**config.mk**
```make
export PLATFORM = sky130hd
export DESIGN_NAME = lvl_irq_agg
export DESIGN_NICKNAME = d
export VERILOG_FILES = /design/src/rtl/lia_pkg.sv /design/src/rtl/lia_sync.sv /design/src/rtl/lia_enable_reg.sv /design/src/rtl/lia_first_pending.sv /design/src/rtl/lvl_irq_agg.sv
export SDC_FILE = /design/constraint.sdc
export NUM_CORES = 1
export LEC_CHECK = 0
export BUFFER_PORTS_ARGS = -buffer_cell sky130_fd_sc_hd__buf_2
export CAP_MARGIN = 20
export CORE_MARGIN = 2
export CORE_UTILIZATION = 40
export CTS_CLUSTER_SIZE = 12
export DETAILED_ROUTE_END_ITERATION = 8
export GPL_ROUTABILITY_DRIVEN = 0
export GPL_TIMING_DRIVEN = 0
export SETUP_SLACK_MARGIN = 0.15
export SLEW_MARGIN = 20
export SYNTH_ARGS = -nofsm -noshare
export SYNTH_HDL_FRONTEND = slang
export SYNTH_HIERARCHICAL = 1
export SYNTH_SLANG_ARGS = --single-unit
export TNS_END_PERCENT = 5
```
**constraint.sdc**
```tcl
create_clock -name clk -period 2.15 [get_ports clk]
set_input_delay 0 -clock clk [delete_from_list [all_inputs] [get_ports clk]]
set_output_delay 0 -clock clk [all_outputs]
set_load 0.05 [all_outputs]
```
**src/rtl/lia_pkg.sv**
```systemverilog
package lia_pkg;
  localparam int DATA_W = 32;
  localparam int ADDR_W = 5;
  localparam logic [ADDR_W-1:0] OFF_PEND = 5'h00;
  localparam logic [ADDR_W-1:0] OFF_RAW  = 5'h04;
  localparam logic [ADDR_W-1:0] OFF_ENSET = 5'h08;
  localparam logic [ADDR_W-1:0] OFF_ENCLR = 5'h0C;
  localparam logic [ADDR_W-1:0] OFF_FIRST = 5'h10;
endpackage

```
**src/rtl/lia_sync.sv**
```systemverilog
module lia_sync #(
  parameter int WIDTH  = 32,
  parameter int STAGES = 2
) (
  input  logic             clk,
  input  logic             rst,
  input  logic [WIDTH-1:0] d_async,
  output logic [WIDTH-1:0] q_sync
);
  logic [WIDTH-1:0] stage_q [STAGES];

  generate
    for (genvar s = 0; s < STAGES; s++) begin : g_stage
      always_ff @(posedge clk) begin
        if (rst) stage_q[s] <= '0;
        else if (s == 0) stage_q[s] <= d_async;
        else stage_q[s] <= stage_q[(s == 0) ? 0 : s-1];
      end
    end
  endgenerate

  assign q_sync = stage_q[STAGES-1];
endmodule

```
**src/rtl/lia_enable_reg.sv**
```systemverilog
module lia_enable_reg #(
  parameter int WIDTH = 32
) (
  input  logic             clk,
  input  logic             rst,
  input  logic             set_we,
  input  logic             clr_we,
  input  logic [WIDTH-1:0] wdata,
  output logic [WIDTH-1:0] en_q
);
  always_ff @(posedge clk) begin
    if (rst) en_q <= '0;
    else if (set_we) en_q <= en_q | wdata;
    else if (clr_we) en_q <= en_q & ~wdata;
  end

  assert_set_bits_R4: assert property (@(posedge clk) disable iff (rst)
    set_we |=> ((en_q & $past(wdata)) == $past(wdata)));
  assert_set_keeps_R4: assert property (@(posedge clk) disable iff (rst)
    set_we |=> ((en_q & ~$past(wdata)) == ($past(en_q) & ~$past(wdata))));
  assert_clr_bits_R5: assert property (@(posedge clk) disable iff (rst)
    clr_we |=> ((en_q & $past(wdata)) == '0));
  assert_clr_keeps_R5: assert property (@(posedge clk) disable iff (rst)
    clr_we |=> ((en_q & ~$past(wdata)) == ($past(en_q) & ~$past(wdata))));
  assert_idle_stable_R7: assert property (@(posedge clk) disable iff (rst)
    (!set_we && !clr_we) |=> $stable(en_q));
  assert_reset_clear_R1: assert property (@(posedge clk) disable iff (rst)
    $past(rst) |-> (en_q == '0));
endmodule

```
**src/rtl/lia_first_pending.sv**
```systemverilog
module lia_first_pending #(
  parameter int WIDTH = 32,
  localparam int IDX_W = $clog2(WIDTH)
) (
  input  logic             clk,
  input  logic             rst,
  input  logic [WIDTH-1:0] pend,
  output logic [IDX_W-1:0] idx,
  output logic             valid
);
  always_comb begin
    idx = '0;
    for (int i = WIDTH-1; i >= 0; i--) begin
      if (pend[i]) idx = IDX_W'(i);
    end
    valid = |pend;
  end

  assert_idx_pending_R9: assert property (@(posedge clk) disable iff (rst)
    valid |-> pend[idx]);
  assert_idx_lowest_R9: assert property (@(posedge clk) disable iff (rst)
    valid |-> ((pend & ((WIDTH'(1) << idx) - WIDTH'(1))) == '0));
endmodule

```
**src/rtl/lvl_irq_agg.sv**
```systemverilog
module lvl_irq_agg
  import lia_pkg::*;
#(
  parameter int NUM_SRC     = 32,
  parameter int SYNC_STAGES = 2,
  localparam int IDX_W = $clog2(NUM_SRC)
) (
  input  logic               clk,
  input  logic               rst,
  input  logic [NUM_SRC-1:0] src_irq,
  input  logic               wr_en,
  input  logic               rd_en,
  input  logic [ADDR_W-1:0]  addr,
  input  logic [DATA_W-1:0]  wr_data,
  output logic [DATA_W-1:0]  rd_data,
  output logic               irq_out
);
  logic [NUM_SRC-1:0] raw_lvl;
  logic [NUM_SRC-1:0] en_vec;
  logic [NUM_SRC-1:0] pend_vec;
  logic [IDX_W-1:0]   first_idx;
  logic               first_vld;
  logic               set_we;
  logic               clr_we;
  logic [DATA_W-1:0]  rd_mux;

  lia_sync #(.WIDTH(NUM_SRC), .STAGES(SYNC_STAGES)) u_sync (
    .clk(clk), .rst(rst), .d_async(src_irq), .q_sync(raw_lvl));

  assign set_we = wr_en && (addr == OFF_ENSET);
  assign clr_we = wr_en && (addr == OFF_ENCLR);

  lia_enable_reg #(.WIDTH(NUM_SRC)) u_en (
    .clk(clk), .rst(rst), .set_we(set_we), .clr_we(clr_we),
    .wdata(wr_data[NUM_SRC-1:0]), .en_q(en_vec));

  assign pend_vec = raw_lvl & en_vec;

  lia_first_pending #(.WIDTH(NUM_SRC)) u_first (
    .clk(clk), .rst(rst), .pend(pend_vec), .idx(first_idx), .valid(first_vld));

  always_comb begin
    rd_mux = '0;
    case (addr)
      OFF_PEND:  rd_mux[NUM_SRC-1:0] = pend_vec;
      OFF_RAW:   rd_mux[NUM_SRC-1:0] = raw_lvl;
      OFF_ENSET,
      OFF_ENCLR: rd_mux[NUM_SRC-1:0] = en_vec;
      OFF_FIRST: begin
        rd_mux[DATA_W-1]  = first_vld;
        rd_mux[IDX_W-1:0] = first_idx;
      end
      default:   rd_mux = '0;
    endcase
  end

  always_ff @(posedge clk) begin
    if (rst) begin
      rd_data <= '0;
      irq_out <= 1'b0;
    end else begin
      rd_data <= rd_en ? rd_mux : '0;
      irq_out <= |pend_vec;
    end
  end

  assert_irq_follows_R8: assert property (@(posedge clk) disable iff (rst)
    irq_out == $past(|(raw_lvl & en_vec)));
  assert_irq_needs_enable_R3: assert property (@(posedge clk) disable iff (rst)
    irq_out |-> ($past(en_vec) != '0));
  assert_reset_quiet_R1: assert property (@(posedge clk) disable iff (rst)
    $past(rst) |-> (!irq_out && rd_data == '0));
endmodule

```
==> run metrics, run 1 <==
largest fanout on the critical path 5; filler cell count 1104; setup_tns 0 ps; Pwr per Cell Area 803 nW/µm²; Starting Density 40.7%; # IOs 106; vias per cell 4.79; Die X 117 µm; clock-pin slew on the worst setup and hold paths 60 ps; Max Slew Vio Count 0; max_cap viols 0; Setup Skew 10.6 ps; Yosys cell types 40; CP Data Arrival Time 2190 ps; worst-margin pin slew 664 ps; most frequent cells in the layout 129 x dfxtp_1, 111 x buf_2, 69 x dlygate4sd3_1, 60 x nor2b_2, 41 x nand2_1; root buf cell clkbuf_16; first-pass GRT wire length 20.7 mm; Comb power frac 6.7%; sequential share of power 43.1%; Mapped Area 5120 µm²; clock tree buffer depth 2; CP Data Required Time 2490 ps; Worst Min Path Start rd_en; RSZ-0062 raised after global routing yes; status finished clean; # clock sinks 129; total number of vias 4212; clock share of power 50.2%; reg-to-reg slack, setup 310 ps; WS Path Type reg -> reg; sequential fraction of the synthesis area 50.5%; drt drc 0; Pleak 2.92 nW; Worst setup EP type flip-flop; Psw 1.25 mW; cts bufs inserted 17; Mapped Cells 503; largest net degree at the start of global routing 17; syn_nets 576; period utilisation layout 85.8%; setup ws final 306 ps; overall die area 13700 µm²; worst vdd ir 519 µV; H-tree Lvls 4; die height 117 µm; Clock Latency Late Sink 420 ps; achievable clock frequency 542 MHz; synth warn 6; Placeable Area 12600 µm²; Hold Path Cell Cnt 3; vias in the first global route 4264; Core Rows 41; Routed Antenna Nets 0; Sw Ratio 21.7%; Total GRT Usage 20.2%; drt wl/cell 14.9 µm; Final #Nets 768; initial antenna violation count 0; final WL 13.1 mm; Initial DRC Count 190; commonest non-fill, non-tap cell in the layout dfxtp_1; layout cells sized above 1 36.3%; internal power 4.50 mW; First-pass DRT Iterations 4; Min-Delay Path Class in -> reg; flops & latches, synth 129; syn avg cell area 10.2 µm²; worst slack, placed 261 ps; Startpoint Class flip-flop; R2R cell count 7; WHS Endpoint rd_data[0]; diode count 0; Critical R2R Capture rd_data[1]; Hold Violations, Final 0; relative max-transition margin 55.7%; Remaining Overflow, GRT 0; CTS tree yes; Layout area overhead 40.0%; Port Buf Inserts 104; detailed placer's ending HPWL 9.02 mm; final setup fails 0; Final min period 1840 ps
how the worst max path moves through the flow:
stage,slack (ps),depth (start not counted),endpoint,start
floorplan,560,7,rd_data[2],flip-flop
global placement,270,8,rd_data[0],flip-flop
detailed placement,260,8,rd_data[0],flip-flop
CTS,250,8,rd_data[0],flip-flop
global route,130,8,rd_data[0],flip-flop
finish,310,7,rd_data[1],flip-flop
critical path: stages (launching register included):
cell and delay, ps:
dfxtp_1 370, and2_1 270, o31ai_1 130, or4_1 510
nor3_2 120, a21o_1 140, nand2_1 50, a21oi_1 170
layer usage:
metal	part of all wire (%)	vias up	wire (µm)	track usage (%)
li1	-	2129	-	-
met1	46	1941	6090	25.3
met2	47	120	6160	33.1
met3	4.9	22	646	4.79
met4	1.9	0	248	9.33
met5	0	-	0	0
power groups by stage:
stage | sequential [mW] | clock (mW) | combinational (mW)
floorplan | 2.53 | 0 | 0.163
global placement | 2.53 | 0 | 0.289
detailed placement | 2.53 | 0 | 0.293
CTS | 2.48 | 2.94 | 0.387
global route | 2.48 | 3.04 | 0.420
finish | 2.48 | 2.89 | 0.387
layout make-up:
class	count	area [µm²]	area share, %
well taps	172	215	3.00
repair buffers	173	1210	16.9
inverters	7	26.3	0.367
multi-input cells	341	2330	32.5
clock buffers	21	480	6.71
plain buffers	26	190	2.65
clock inverters	11	128	1.78
flip-flops and latches	129	2580	36.0
cell families (layout without fill, tap and decap cells):
logic type / Yosys count / count (layout) / synth area share (%)
and+or+nand+nor: 216 / 216 / 26.0
DFF: 129 / 129 / 50.5
AOI/OAI and AO/OA: 125 / 125 / 19.4
buffers and inverters: 33 / 238 / 4.20
through the flow:
stage	instances	hold slack, ps	area (µm²)	total power, mW	utilization, %
floorplan	503	62.4	5120	2.69	-
global placement	779	214	5850	2.82	46.6
detailed placement	779	213	5850	2.82	46.6
CTS	880	10.1	7150	5.81	56.9
global route	880	50.4	7160	5.94	57.0
finish	880	23.1	7160	5.75	57.0
Yosys cell counts, drive strengths merged:
cell	count	area [µm²]
dfxtp	129	2580
nor2b	65	557
a21oi	45	334
nand2	41	154
nor2	39	146
and2	34	215
a21bo	32	320
o22ai	26	163
buf	17	155
nor4	12	75.1
clkbuf	9	33.8
or4	9	75.1
nor3	8	55.1
inv	7	26.3
o221ai	6	52.6
o31ai	4	30.0
o21ai	3	15.0
a2111oi	2	17.5
nand3	2	10.0
nor3b	2	15.0
a211oi	1	7.51
a21boi	1	11.3
a21o	1	7.51
a221oi	1	8.76
a41oi	1	8.76
nand2b	1	6.26
nand3b	1	7.51
nand4	1	6.26
o2111ai	1	8.76
o21a	1	7.51
or2	1	6.26
what timing repair did:
action | 4_1_cts | 5_1_grt
hold buffers | 69 | 0
endpoints found under the setup margin | 0 | 3
buffers inserted | 0 | 0
hold endpoints to repair | 71 | 0
gates resized for setup | 0 | 4
Note: power is estimated with default switching activity, not from simulation.
==> run 2, diff against run 1 <==
--- a/config.mk
+++ b/config.mk
@@ -5,6 +5,7 @@
 export SDC_FILE = /design/constraint.sdc
 export NUM_CORES = 1
 export LEC_CHECK = 0
+export ABC_AREA = 1
 export BUFFER_PORTS_ARGS = -buffer_cell sky130_fd_sc_hd__buf_2
 export CAP_MARGIN = 20
 export CORE_MARGIN = 2
==> run metrics, run 2 <==
status complete, but fails checks; failing checks negative setup slack; vias per cell 4.43 (-7.5%); prevailing post-synth register cell dfxtp_1; Startpoint Class flip-flop; count leader, synth nand2_1; Post-synth EDFFs 0 (unchanged); achievable clock frequency 421 MHz (-22%); CP Data Required Time 2500 ps (about the same); Starting Density 41.0% (+0.24 points); Yosys cell types 30 (-25%); first-pass GRT wire length 22.9 mm (+11%); proportion of netlist area held by the largest area contributor 45.2% (-5.2 points); Worst setup EP type flip-flop; Placeable Area 13900 µm² (+11%); worst-margin pin slew 988 ps (+324 ps); Synth async-reset ratio 0% (unchanged); max_cap viols 0 (unchanged); CP max-delay cell dfxtp_4; # clock sinks 129 (unchanged); Layout area overhead 36.9%; vias in the first global route 4819 (+13%); Initial DRC Count 273 (+44%); Max stage delay on crit path 350 ps (-160 ps); Final min period 2370 ps (+529 ps); setup_tns -223 ps (-223 ps); Final #Nets 1072 (+40%); total number of vias 5275 (+25%); WS Path Type reg -> reg; Clock Latency Late Sink 420 ps (about the same); period utilisation layout 110% (+25 points); Port Buf Inserts 103 (-0.96%); # IOs 106 (unchanged); CP dominant cell by count nand2_1; overall die area 15200 µm² (+11%); Remaining Overflow, GRT 0 (unchanged); fin util 56.1% (-0.92 points); drt wl/cell 12.0 µm (-20%); top cells by area, synth dfxtp_1 45%, nand2_1 18%, inv_1 10%; largest net degree at the start of global routing 17 (unchanged); RSZ-0062 raised after global routing yes; Mapped Cells 808 (+61%); Pwr per Cell Area 770 nW/µm² (-4.2%); cts bufs inserted 17 (unchanged); clock-pin slew on the worst setup and hold paths 60 ps (about the same); worst vdd ir 526 µV (+1.4%); diode count 0 (unchanged); Routed Antenna Nets 0 (unchanged); Min-Delay Path Class in -> reg; syn avg cell area 7.07 µm² (-31%); CTS tree yes; layout cells sized above 1 22.1% (-14 points); setup ws final -223 ps (-529 ps); synth cell count leaders 278 x nand2_1, 152 x inv_1, 129 x dfxtp_1; die height 123 µm (+5.4%); most frequent cells in the layout 275 x nand2_1, 149 x inv_1, 124 x dfxtp_1, 112 x buf_2, 103 x nor2_1; sequential fraction of the synthesis area 45.2% (-5.2 points); worst hold margin 66.4 ps (+43.4 ps); Worst Min Path Start addr[2]; worst slack, placed -262 ps (-523 ps); metal2 WL 6.51 mm (+5.6%); relative max-transition margin 33.6% (-22 points); R2R cell count 37 (+30); detailed placer's ending HPWL 9.95 mm (+10%); largest fanout on the critical path 2 (-3); drt drc 0 (unchanged); Hold Violations, Final 0 (unchanged); syn_nets 881 (+53%); Die X 123 µm (+5.4%); Max Slew Vio Count 0 (unchanged); Setup Skew 10.2 ps (-0.330 ps); Pleak 4.18 nW (+43%); wire length on met3 719 µm (+11%); flops & latches, synth 129 (unchanged); H-tree Lvls 4 (unchanged); Hold Path Cell Cnt 5 (+2); Total GRT Usage 20.0% (-0.23 points); CP Data Arrival Time 2720 ps (+530 ps); Mapped Area 5710 µm² (+12%); final WL 14.2 mm (+8.4%); M1 wire length 6.84 mm (+12%); clock tree buffer depth 2 (unchanged); commonest non-fill, non-tap cell in the layout nand2_1; initial antenna violation count 0 (unchanged); final setup fails 1 (+1); Top Layer Used met4; Core Rows 43 (+4.9%); synth warn 6 (unchanged); Synth area leader dfxtp_1; First-pass DRT Iterations 4 (unchanged); Total Power 6.01 mW (+4.5%); root buf cell clkbuf_16
==> run 2: cell count changes after synthesis, moves of 25 or more <==
cell	delta
a21bo_1	-28
o22ai_1	-26
inv_1	+145
nor2b_2	-60
nand2_1	+237
nor2_1	+64
and2_1	-33
o2111ai_1	+25
==> run 2: metal layers <==
layer / up-vias / track usage, %
li1: 2798 / -
met4: 0 / 7.74
met5: - / 0
met3: 15 / 5.54
met1: 2332 / 26.5
met2: 130 / 30.8
==> run 2: area by class of cell <==
class	count	area, µm²
well taps	180	225
repair buffers	172	1200
clock inverters	11	183
flip-flops and latches	129	2590
clock buffers	21	470
plain buffers	33	259
fillers	1324	6120
inverters	161	632
multi-input cells	485	2250
==> run 2: final timing paths <==
kind / to / slack [ps]
max reg2reg: rd_data[0] / -220
max: rd_data[0] / -220
min reg2reg: u_sync/stage_q[1][1] / 400
min: rd_data[28] / 70
==> run 2: timing repair <==
action | 4_1_cts | 5_1_grt
hold buffers | 67 | 0
setup buffers | 1 | 1
pin swaps | 2 | 1
resized for setup | 10 | 1
setup endpoints to repair | 2 | 4
endpoints found under the hold margin | 65 | 0
==> run 2: cells by family (layout without fill, tap and decap cells) <==
family                 after synthesis  count (layout)  synth area share, %
buffers and inverters              194             398                 15.6
flip-flops                         129             129                 45.2
AND/OR/NAND/NOR                    410             410                 28.6
AO/OA/AOI/OAI                       75              75                 10.6
==> run 2: stage by stage <==
step | std cells | instance area [µm²]
finish | 1192 | 7820
global route | 1192 | 7820
CTS | 1191 | 7800
detailed placement | 1091 | 6450
global placement | 1091 | 6450
floorplan | 808 | 5710
==> run 2: critical path, delay by kind of cell, from the launching register on <==
kind                   cells  cell delay, ps
flip-flops                 1             350
AND/OR/NAND/NOR           34            1750
buffers and inverters      2              70
AO/OA/AOI/OAI              1             110
==> run 2: power by group <==
| part | internal (mW) | leakage, nW | total [mW] | switching, mW |
|---|---|---|---|---|
| registers | 2.45 | 1.06 | 2.48 | 0.0258 |
| logic | 0.190 | 2.80 | 0.392 | 0.202 |
| clock network | 2.14 | 0.323 | 3.14 | 1.01 |
| total | 4.78 | 4.18 | 6.01 | 1.24 |
==> run 3, diff against run 2 <==
==> constraint.sdc (replaced) <==
create_clock -name clk -period 2.5 [get_ports clk]
set_input_delay 0 -clock clk [delete_from_list [all_inputs] [get_ports clk]]
set_output_delay 0 -clock clk [all_outputs]
set_load 0.05 [all_outputs]
==> run metrics, run 3 (synthesized netlist as in run 2, its figures left out) <==
status finished clean; Hold Path Cell Cnt 5 (unchanged); Hold Violations, Final 0 (unchanged); clock share of power 50.5% (-1.8 points); Initial DRC Count 281 (+2.9%); Max Slew Vio Count 0 (unchanged); Sw Ratio 21.4% (+0.85 points); filler cell count 1380 (+4.2%); Core Rows 43 (unchanged); Clock Latency Late Sink 420 ps (about the same); achievable clock frequency 413 MHz (-2.0%); Min-Delay Path Class in -> reg; internal power 3.93 mW (-18%); Routed Antenna Nets 0 (unchanged); Die X 123 µm (unchanged); Placed Area 6450 µm² (about the same); register area 2590 µm² (+0.14%); CP max-delay cell dfxtp_2; CP Data Required Time 2850 ps (+350 ps); CP Data Arrival Time 2770 ps (+50 ps); worst-margin pin slew 1010 ps (+26.3 ps); drt wl/cell 12.2 µm (+2.2%); final instance area 7780 µm² (-0.48%); first-pass GRT wire length 23.5 mm (+2.7%); diode count 0 (unchanged); Placeable Area 13900 µm² (unchanged); CP startpoint u_sync/stage_q[1][30]; vias per cell 4.40 (-0.49%); CP dominant cell by count nand2_1; CTS tree yes; clock-pin slew on the worst setup and hold paths 60 ps (about the same); Psw 1.07 mW (-13%); WS Path Type reg -> reg; reg-to-reg slack, setup 80 ps (+300 ps); total number of vias 5258 (-0.32%); Startpoint Class flip-flop; initial antenna violation count 0 (unchanged); drt drc 0 (unchanged); RSZ-0062 raised after global routing yes; R2R cell count 37 (unchanged); Worst Min Path Start addr[2]; overall die area 15200 µm² (unchanged); worst vdd ir 410 µV (-22%); max_cap viols 0 (unchanged); relative max-transition margin 31.9% (-1.8 points); setup_tns 0 ps (+223 ps); Multi-input gate area 2250 µm² (-0.22%); setup ws final 77.9 ps (+301 ps); # IOs 106 (unchanged); die height 123 µm (unchanged); # clock sinks 129 (unchanged); H-tree Lvls 4 (unchanged); root buf cell clkbuf_16; Final min period 2420 ps (+49.0 ps); Pleak 4.16 nW (-0.44%); largest fanout on the critical path 2 (unchanged); clock tree buffer depth 2 (unchanged); period utilisation layout 96.9% (-13 points); Worst path top cell family by delay simple AND/OR/NAND/NOR gates; most frequent cells in the layout 275 x nand2_1, 149 x inv_1, 121 x dfxtp_1, 112 x buf_2, 103 x nor2_1; Port Buf Inserts 103 (unchanged); Layout area overhead 36.2%; First-pass DRT Iterations 5 (+1); Max stage delay on crit path 330 ps (-20 ps); Comb power frac 6.8% (+0.3 points); Pwr per Cell Area 642 nW/µm² (-17%); final WL 14.6 mm (+2.4%); final setup fails 0 (-1); Final #Nets 1074 (+0.19%); vias in the first global route 4974 (+3.2%); Worst setup EP type flip-flop; commonest non-fill, non-tap cell in the layout nand2_1; Critical R2R Capture rd_data[0]; number of buffers and inverters on the critical path 2 (unchanged); detailed placer's ending HPWL 9.96 mm (+0.12%); Setup Skew 15.8 ps (+5.58 ps); Remaining Overflow, GRT 0 (unchanged); Reg2Reg Launch Point u_sync/stage_q[1][30]; largest net degree at the start of global routing 17 (unchanged); WHS Endpoint rd_data[28]; Total GRT Usage 20.3% (+0.34 points); layout cells sized above 1 22.3% (+0.15 points); sequential share of power 42.7% (+1.5 points); Starting Density 41.0% (unchanged); cts bufs inserted 17 (unchanged); worst slack, placed -9.79 ps (+252 ps)
[run 3: cell types whose count changed in the layout (fill, tap and decap cells not counted)]
cell        change
clkinv_2        +1
clkinvlp_4      +1
nor3_2          -1
dfxtp_2         +3
bufinv_16       -1
clkbuf_8        -3
nor3_1          +1
dfxtp_1         -3
clkbuf_1        +2
buf_4           +2
[run 3: power groups by stage]
stage	Clock, mW	Sequential, mW	Combinational, mW
detailed placement	0	2.18	0.258
global route	2.67	2.14	0.375
finish	2.53	2.13	0.338
CTS	2.57	2.13	0.338
floorplan	0	2.17	0.142
global placement	0	2.17	0.257
[run 3: final cells by class]
type                            count  share of cell area, %
Tap cell                          180                   2.90
Inverter                          161                   8.12
Clock inverter                     12                   2.12
Clock buffer                       20                   5.61
Sequential cell                   129                   33.4
Buffer                             33                   3.33
Timing Repair Buffer              174                   15.6
Multi-Input combinational cell    485                   28.9
[run 3: how the worst max path moves through the flow]
stage | to | cells past startpoint
floorplan | rd_data[0] | 36
global placement | rd_data[0] | 37
detailed placement | rd_data[0] | 37
CTS | rd_data[0] | 37
global route | rd_data[0] | 37
finish | rd_data[0] | 37
[run 3: routing by layer]
metal / part of all wire [%] / GRT usage, % / vias up
met5: 0 / 0 / -
met4: 0.97 / 6.53 / 0
met3: 4.4 / 4.94 / 13
met2: 46 / 32.5 / 123
met1: 49 / 27.0 / 2314
li1: - / - / 2808
[run 3: worst reg2reg max path, delay by kind of cell (launching register included)]
kind	cells	cell delay (ps)
buffers and inverters	2	80
AO/OA/AOI/OAI	1	120
AND/OR/NAND/NOR	34	1820
flip-flops	1	330
[run 3: metrics by stage]
step	cells	util, %	total power [mW]	hold slack (ps)
after floorplan	808	-	2.31	69.1
after global placement	1091	46.3	2.43	203
after detailed placement	1091	46.3	2.43	205
after CTS	1192	55.6	5.04	53.8
after global routing	1194	55.8	5.18	119
final	1194	55.8	5.00	63.7
[run 3: repair_timing]
action,CTS,global route
hold buffers,67,0
setup endpoints to repair,1,2
gates resized for setup,8,8
endpoints found under the hold margin,65,0
pin swaps,4,6
setup buffers,2,2
